==> config.mk <==
export PLATFORM = sky130hd
export DESIGN_NAME = supply_guard
export DESIGN_NICKNAME = d
export VERILOG_FILES = /design/src/rtl/supply_guard_pkg.sv /design/src/rtl/supply_flag_filter.sv /design/src/rtl/supply_holdoff_seq.sv /design/src/rtl/supply_guard.sv
export SDC_FILE = /design/constraint.sdc
export NUM_CORES = 1
export LEC_CHECK = 0
export BUFFER_PORTS_ARGS = -buffer_cell sky130_fd_sc_hd__buf_2
export CAP_MARGIN = 10
export CORE_MARGIN = 8
export CORE_UTILIZATION = 23
export DETAILED_ROUTE_END_ITERATION = 6
export GPL_ROUTABILITY_DRIVEN = 1
export HOLD_SLACK_MARGIN = 0.12
export RECOVER_POWER = 50
export SYNTH_ARGS = -nofsm -noshare
export SYNTH_HDL_FRONTEND = slang
export SYNTH_HIERARCHICAL = 1
export SYNTH_SLANG_ARGS = --single-unit
==> constraint.sdc <==
create_clock -name clk -period 2.5 [get_ports clk]
set_input_delay 0.125 -clock clk [delete_from_list [all_inputs] [get_ports clk]]
set_output_delay 0.125 -clock clk [all_outputs]
set_load 0.005 [all_outputs]
==> src/rtl/supply_guard_pkg.sv <==
package supply_guard_pkg;
   localparam int FLAG_TRIP   = 0;
   localparam int FLAG_SWOVER = 1;
   localparam int NUM_FLAGS   = 2;

   typedef struct packed {
      logic swover_ok;
      logic trip_ok;
   } supply_flags_t;
endpackage

==> src/rtl/supply_flag_filter.sv <==
module supply_flag_filter #(
   parameter int SYNC_STAGES  = 2,
   parameter int DEBOUNCE_CYC = 4
) (
   input  logic clk,
   input  logic rst_n,
   input  logic raw_i,
   output logic clean_o
);
   localparam int CW = $clog2(DEBOUNCE_CYC + 1);

   logic [SYNC_STAGES-1:0] sync_q;
   logic [CW-1:0]          run_q;
   logic                   level_q;
   logic                   synced;

   generate
      if (SYNC_STAGES < 2) begin : g_bad_sync
         $error("supply_flag_filter: SYNC_STAGES must be at least 2");
      end
      if (DEBOUNCE_CYC < 1) begin : g_bad_deb
         $error("supply_flag_filter: DEBOUNCE_CYC must be at least 1");
      end
   endgenerate

   always_ff @(posedge clk or negedge rst_n) begin
      if (!rst_n) sync_q <= '0;
      else        sync_q <= {sync_q[SYNC_STAGES-2:0], raw_i};
   end

   assign synced = sync_q[SYNC_STAGES-1];

   always_ff @(posedge clk or negedge rst_n) begin
      if (!rst_n) begin
         run_q   <= '0;
         level_q <= 1'b0;
      end else if (synced != level_q) begin
         if (run_q == CW'(DEBOUNCE_CYC - 1)) begin
            level_q <= synced;
            run_q   <= '0;
         end else begin
            run_q <= run_q + 1'b1;
         end
      end else begin
         run_q <= '0;
      end
   end

   assign clean_o = level_q;

   // the filtered level moves only at the end of a full mismatch run
   assert_debounce_run_R1: assert property (@(posedge clk) disable iff (!rst_n)
      (level_q != $past(level_q)) |-> ($past(run_q) == CW'(DEBOUNCE_CYC - 1)));
endmodule

==> src/rtl/supply_holdoff_seq.sv <==
module supply_holdoff_seq #(
   parameter int WP_HOLD_CYC  = 125000,
   parameter int RST_HOLD_CYC = 200000
) (
   input  logic clk,
   input  logic rst_n,
   input  logic ok_i,
   output logic wp_o,
   output logic rst_o
);
   localparam int CW = $clog2(RST_HOLD_CYC + 1);

   logic [CW-1:0] since_q;

   generate
      if (RST_HOLD_CYC <= WP_HOLD_CYC) begin : g_bad_order
         $error("supply_holdoff_seq: reset holdoff must exceed write holdoff");
      end
      if (WP_HOLD_CYC < 1) begin : g_bad_wp
         $error("supply_holdoff_seq: WP_HOLD_CYC must be at least 1");
      end
   endgenerate

   always_ff @(posedge clk or negedge rst_n) begin
      if (!rst_n)                          since_q <= '0;
      else if (!ok_i)                      since_q <= '0;
      else if (since_q != CW'(RST_HOLD_CYC)) since_q <= since_q + 1'b1;
   end

   assign wp_o  = !ok_i || (since_q < CW'(WP_HOLD_CYC));
   assign rst_o = !ok_i || (since_q < CW'(RST_HOLD_CYC));

   // reset always covers write protection
   assert_rst_covers_wp_R6: assert property (@(posedge clk) disable iff (!rst_n)
      wp_o |-> rst_o);

   // protection lifts only with the supply good and the write holdoff done
   assert_wp_release_R5: assert property (@(posedge clk) disable iff (!rst_n)
      (!wp_o && $past(wp_o)) |-> (ok_i && since_q == CW'(WP_HOLD_CYC)));

   // a new rise of the supply flag always starts from zero elapsed time
   assert_restart_R7: assert property (@(posedge clk) disable iff (!rst_n)
      (ok_i && !$past(ok_i)) |-> (since_q == '0));
endmodule

==> src/rtl/supply_guard.sv <==
module supply_guard
   import supply_guard_pkg::*;
#(
   parameter int SYNC_STAGES   = 2,
   parameter int DEBOUNCE_CYC  = 4,
   parameter int FAIL_LIMIT_CYC = 8,
   parameter int WP_HOLD_CYC   = 125000,
   parameter int RST_HOLD_CYC  = 200000
) (
   input  logic clk,
   input  logic rst_n,
   input  logic trip_ok_raw,
   input  logic swover_ok_raw,
   input  logic host_ce_n,
   input  logic host_we_n,
   input  logic host_oe_n,
   output logic mem_ce_n,
   output logic mem_we_n,
   output logic mem_oe_n,
   output logic dq_drive,
   output logic wr_protect,
   output logic rst_pull_low,
   output logic bat_select
);
   localparam int FAIL_LATENCY = SYNC_STAGES + DEBOUNCE_CYC;

   logic [NUM_FLAGS-1:0] raw_vec;
   logic [NUM_FLAGS-1:0] clean_vec;
   supply_flags_t        flags;

   generate
      if (FAIL_LATENCY > FAIL_LIMIT_CYC) begin : g_bad_latency
         $error("supply_guard: filter latency exceeds the fail budget");
      end
   endgenerate

   assign raw_vec[FLAG_TRIP]   = trip_ok_raw;
   assign raw_vec[FLAG_SWOVER] = swover_ok_raw;

   generate
      for (genvar f = 0; f < NUM_FLAGS; f++) begin : g_flag
         supply_flag_filter #(
            .SYNC_STAGES (SYNC_STAGES),
            .DEBOUNCE_CYC(DEBOUNCE_CYC)
         ) i_filter (
            .clk    (clk),
            .rst_n  (rst_n),
            .raw_i  (raw_vec[f]),
            .clean_o(clean_vec[f])
         );
      end
   endgenerate

   assign flags.trip_ok   = clean_vec[FLAG_TRIP];
   assign flags.swover_ok = clean_vec[FLAG_SWOVER];

   supply_holdoff_seq #(
      .WP_HOLD_CYC (WP_HOLD_CYC),
      .RST_HOLD_CYC(RST_HOLD_CYC)
   ) i_holdoff (
      .clk  (clk),
      .rst_n(rst_n),
      .ok_i (flags.trip_ok),
      .wp_o (wr_protect),
      .rst_o(rst_pull_low)
   );

   assign bat_select = !flags.swover_ok;

   assign mem_ce_n = host_ce_n | wr_protect;
   assign mem_we_n = host_we_n | wr_protect;
   assign mem_oe_n = host_oe_n | wr_protect;
   assign dq_drive = !wr_protect && !host_ce_n && !host_oe_n && host_we_n;

   // nothing reaches the array while protected
   assert_gate_closed_R3: assert property (@(posedge clk) disable iff (!rst_n)
      wr_protect |-> (mem_ce_n && mem_we_n && mem_oe_n && !dq_drive));

   // a filtered trip loss puts protection and reset in force at once
   assert_fail_protects_R2: assert property (@(posedge clk) disable iff (!rst_n)
      (!flags.trip_ok && $past(flags.trip_ok)) |-> (wr_protect && rst_pull_low));
endmodule

==> flow_summary.ini, run 1 <==
[status]
status = finished, violations left
violations = max-capacitance violations, max-slew violations

[yosys]
ys.flop_type = dfrtp_1
synth-seq-cells = 30
syn_area_per_cell_sq_um = 10.79
yosysWarnings = 6
yosysSeqAreaShare_pct = 47.96
synth_top_area_share_pct = 47.96
synth_area_leaders = dfrtp_1 (48%), xnor2_1 (5.6%), and2_1 (4.4%)
synth_top_area_cell = dfrtp_1
synthCells = 145
synth_nets = 156
syn_area_sq_um = 1565
synthArstFlopShare_pct = 100.0
synthDistinctLibCells = 40
synth_edf_count = 0

[setup_path]
worst_ep_arrival_time_ps = 2000
setup.worst_path.end_class = primary output
crit_required_ps = 2380
cp-start-kind = register
path_class = reg -> out
crit_fanout = 5

[pwr]
peakVddDrop_mv = 0.3943
power_mw = 1.293
power_density_nw_per_um2 = 706.0
cellLeakagePower_nw = 0.7731

[floorplanning]
pin_count = 14
die-area_sq_um = 9701
initial_core_util_pct = 23.43
core_sq_um = 6681
rows = 30
die_h_um = 98.50
die_w_um = 98.50

[drt]
firstDrtPassIters = 4
ant_nets = 0
routed_wl_um = 2924
wl_per_cell_um = 11.89
drc = 0
via_per_inst = 4.492
vias = 1105
drt_iter0_drc = 28

[sta]
slew_headroom_pct = -9.510
hold_slack_ps = 349.4
fmax_mhz = 471.2
fin_skew_ps = 5.236
setup_violations = 0
rsz0062_at_grt = no
finalCriticalPeriod_ps = 2122
fin_tns_setup_ps = 0
worstMarginPinSlew_ps = 1643
maxSlewViolCount = 31
min_period_over_period_pct = 84.90
hold_violations = 0

[worst_hold_path]
hold_class = reg -> reg

[clocking]
root_buffer = clkbuf_8
cts_buffers = 5
post_cts_buffers = 0
cts_resized = 0
clockBufferDepth = 2
cts_tree = yes
ctsHoldBuffers = 3
clk_latency_ps = 280
clk_pin_slew_ps = 70
clock-sinks = 30
htree_levels = 2

[finish]
final_nets = 176
layout-drive-gt1-share_pct = 18.67
final_area_sq_um = 1832
n_fill_cell = 711
n_antenna_cell = 0
area_growth_pct = 17.03

[grt]
antenna_found_initial = 0
grt_first_pass_wirelength_um = 5271
grt_max_degree = 31
grt_usage_pct = 6.586
globalRoute.totalOverflow = 0
grt_pass1_vias = 1184

[place]
dp_hpwl_um = 1974
placedInstanceArea_sq_um = 1715
io_buffers = 13
place_congestion = 0.7762

[job]
cap_viol_max_count = 1
[through the flow]
step           utilization [%]  instances  worst slack [ps]
4_1_cts                  27.55        246             362.5
2_1_floorplan                -        145             678.8
3_3_place_gp             25.67        235             685.5
5_1_grt                  27.42        246             190.1
6_report                 27.42        246             377.5
3_5_place_dp             25.67        235             688.1
[final cells by class]
| class | count | area [sq um] | share of cell area [%] |
|---|---|---|---|
| clock buffers | 6 | 82.58 | 4.508 |
| clock inverters | 2 | 12.51 | 0.6831 |
| inverters | 6 | 22.52 | 1.230 |
| multi-input cells | 104 | 754.5 | 41.19 |
| flip-flops and latches | 30 | 750.7 | 40.98 |
| well taps | 80 | 100.1 | 5.464 |
| repair buffers | 18 | 108.9 | 5.943 |
[cells by family after synthesis]
group,after synthesis,synth area share (%)
AOI/OAI and AO/OA,10,4.717
adders and majority gates,4,3.198
DFF,30,47.96
and+or+nand+nor,71,29.50
buffers and inverters,11,3.357
xor gates and xnor gates,13,7.274
muxes,6,3.997
[flip-flops by register name, indices dropped and copies added, names as in the netlist]
name	cells
g_flag.i_filter/sync_q	4
g_flag.i_filter/clean_o	2
i_holdoff/since_q	18
g_flag.i_filter/run_q	6
[cell usage in the layout (no fill, tap or decap), types with 4 or more instances in the layout]
| cell type | n |
|---|---|
| and2_1 | 11 |
| buf_2 | 12 |
| clkbuf_8 | 6 |
| dfrtp_1 | 30 |
| ha_1 | 4 |
| inv_1 | 6 |
| mux2i_1 | 4 |
| nand2_1 | 13 |
| nand3_1 | 7 |
| nor3_1 | 5 |
| nor3b_1 | 4 |
| nor4_1 | 6 |
| xnor2_1 | 10 |
[final timing paths]
path / slack (ps) / endpoint / start / cells past startpoint
worst max-delay path: 380 / mem_oe_n / i_holdoff/since_q[4] / 7
worst min-delay path: 350 / g_flag[0].i_filter/sync_q[1] / g_flag[0].i_filter/sync_q[0] / 0
worst max register to register: 770 / i_holdoff/since_q[1] / i_holdoff/since_q[0] / 6
worst min register to register: 350 / g_flag[0].i_filter/sync_q[1] / g_flag[0].i_filter/sync_q[0] / 0
max in group asynchronous: 750 / i_holdoff/since_q[14] / rst_n / 2
min in group asynchronous: 800 / i_holdoff/since_q[15] / rst_n / 2
[where the power goes]
| part | leakage [nW] | internal (mW) | switching, mW |
|---|---|---|---|
| Combinational | 0.326 | 0.126 | 0.151 |
| Sequential | 0.400 | 0.548 | 0.0586 |
| Clock | 0.0472 | 0.221 | 0.188 |
[critical path, stage by stage, from the launching register on]
cell      delay (ps)
dfrtp_1          440
nor3_1           290
nand2b_1         140
a21boi_0          80
o311ai_0         350
buf_4            200
or2_1             90
buf_2            110
[layer usage]
| layer | wire, um | GRT usage (%) | vias up |
|---|---|---|---|
| met5 | 0 | 0 | - |
| met4 | 61 | 4.014 | 0 |
| met3 | 84 | 1.550 | 5 |
| met2 | 1388 | 10.94 | 13 |
| met1 | 1389 | 7.515 | 537 |
| li1 | - | - | 550 |
[cells in the mapped netlist, drive strengths merged, types with 3 or more instances]
cell    instances
and2           11
buf             4
dfrtp          30
ha              4
inv             6
mux2i           4
nand2          13
nand2b          3
nand3           8
nand4           4
nor3            5
nor3b           4
nor4            7
or2             4
xnor2          10
xor2            3
Power figures use the tool's default switching activity.
==> inputs of run 2 (changes only) <==
- clock period: 2.5 -> 1.8 ns (I/O delays scaled with it)
==> flow_summary.ini, run 2 (synthesis results as in run 1) <==
[drt]
firstDrtPassIters = 4
drt_iter0_drc = 57
ant_nets = 0
wl_per_cell_um = 12.42
drc = 0
vias = 1188
routed_wl_um = 3192
via_per_inst = 4.623

[finish]
layout_commonest_cell = dfrtp_1
largestRegisters = i_holdoff/since_q x18, g_flag.i_filter/run_q x6, g_flag.i_filter/sync_q x4
area_growth_pct = 26.94
layout-drive-gt1-share_pct = 29.94
final_cell_mix = dfrtp_1 (26), nand2_1 (13), buf_4 (13), and2_1 (11)
fin_util_pct = 29.74
n_antenna_cell = 0
largest_register_ffs = 18
regMostFlops = i_holdoff/since_q
final_nets = 187

[pwr]
power.share.switching_pct = 31.86
power_mw = 1.865
cellLeakagePower_nw = 0.8551
internal_power_mw = 1.271
power_density_nw_per_um2 = 938.8
power_frac_clock_pct = 30.8
peakVddDrop_mv = 0.5909
sequentialPowerShare_pct = 45.7
switchingPower_mw = 0.5943
p_comb_share_pct = 23.5

[grt]
antenna_found_initial = 0
grt_util_met2_pct = 11.51
grt_first_pass_wirelength_um = 5471
grt_max_degree = 31
globalRoute.totalOverflow = 0
grt_use_met3_pct = 2.185
grt_pass1_vias = 1198
grt_usage_pct = 6.990
grtUsageMet1_pct = 7.990
gr-max-usage-layer = met2

[place]
place_congestion = 0.8022
dpl_worst_slack_ps = 31.29
io_buffers = 13
dp_hpwl_um = 2126

[clocking]
root_buffer = clkbuf_8
cts_tree = yes
clock-sinks = 30
clk_latency_ps = 280
clockBufferDepth = 2
clk_pin_slew_ps = 60
cts_buffers = 5
htree_levels = 2

[floorplanning]
initial_core_util_pct = 23.43
die_h_um = 98.50
rows = 30
core_sq_um = 6681
pin_count = 14
die_w_um = 98.50
die-area_sq_um = 9701

[setup_path]
critPathBufInv = 2
crit_path_cell_trace = and3_4 > a21o_1 > o311ai_2 > buf_4 > nor4b_2 > buf_2
setup.worst_path.end_class = primary output
cp-start-kind = register
crit_fanout = 5
critPathSlowestCell = dfrtp_1
crit_family = simple AND/OR/NAND/NOR gates
worstSetupPathDepth = 6
crit_required_ps = 1710
crit_path_start = i_holdoff/since_q[15]
r2r-end = i_holdoff/since_q[1]
endpoint = dq_drive
worstRegToRegCells = 6
rrSetupSlack_ps = 100
path_class = reg -> out
worst_ep_arrival_time_ps = 1710
r2r_start = i_holdoff/since_q[0]
cp_slowest_stage_delay_ps = 430

[worst_hold_path]
min-delay-start = g_flag[0].i_filter/sync_q[0]
hold_class = reg -> reg

[sta]
rsz0062_at_grt = yes
maxSlewViolCount = 0
fmax_mhz = 555.9
finalCriticalPeriod_ps = 1799
hold_violations = 0
slew_headroom_pct = 50.25
finalWorstSetupSlack_ps = 1.058
fin_skew_ps = 4.544
min_period_over_period_pct = 99.94
setup_violations = 0
worstMarginPinSlew_ps = 746.3

[status]
status = complete, no violations

[job]
cap_viol_max_count = 0
==> run 2: layout make-up <==
cell class	instances	area, sq um
fillers	701	4695
repair buffers	29	197.7
inverters	6	22.52
clock inverters	2	12.51
clock buffers	6	82.58
multi-input cells	104	815.8
well taps	80	100.1
flip-flops and latches	30	755.7
==> run 2: power groups by stage <==
stage | Clock [mW] | Sequential, mW | Combinational [mW]
detailed placement | 0 | 0.861 | 0.425
global placement | 0 | 0.861 | 0.429
floorplan | 0 | 0.846 | 0.286
global route | 0.623 | 0.863 | 0.514
CTS | 0.587 | 0.850 | 0.434
finish | 0.575 | 0.852 | 0.438
==> run 2: per-stage QoR <==
stage	cells	area, sq um	hold slack [ps]	TNS [ps]
3_3_place_gp	242	1768	174.0	-49.14
4_1_cts	256	1937	352.1	-84.02
3_5_place_dp	242	1768	170.1	0
6_report	257	1987	349.2	0
5_1_grt	257	1987	355.2	-344.0
2_1_floorplan	145	1565	-205.6	0
==> run 2: how the worst min path moves through the flow <==
stage / end / slack (ps) / cells after the start
6_report: g_flag[0].i_filter/sync_q[1] / 350 / 0
5_1_grt: g_flag[0].i_filter/sync_q[1] / 360 / 0
4_1_cts: g_flag[0].i_filter/sync_q[1] / 350 / 0
3_5_place_dp: i_holdoff/since_q[12] / 170 / 1
3_3_place_gp: i_holdoff/since_q[12] / 170 / 1
2_1_floorplan: g_flag[0].i_filter/clean_o / -210 / 0
==> run 2: worst reg2reg max path, delay by kind of cell, from the launching register on <==
kind / cells / cell delay, ps
AND/OR/NAND/NOR: 3 / 660
flip-flops: 1 / 470
adder cells (fa/ha/maj): 1 / 160
multiplexers: 1 / 220
buffers and inverters: 1 / 110
==> run 2: layer usage <==
layer,up-vias,wire (um)
li1,569,-
met1,593,1506
met2,19,1547
met3,7,80
met4,0,58
met5,-,0
==> run 2: timing repair <==
action,in CTS,in global routing
setup endpoints to repair,5,9
buffers inserted,3,1
hold buffers,3,0
endpoints found under the hold margin,32,0
gates resized for setup,6,11
pin swaps,3,4
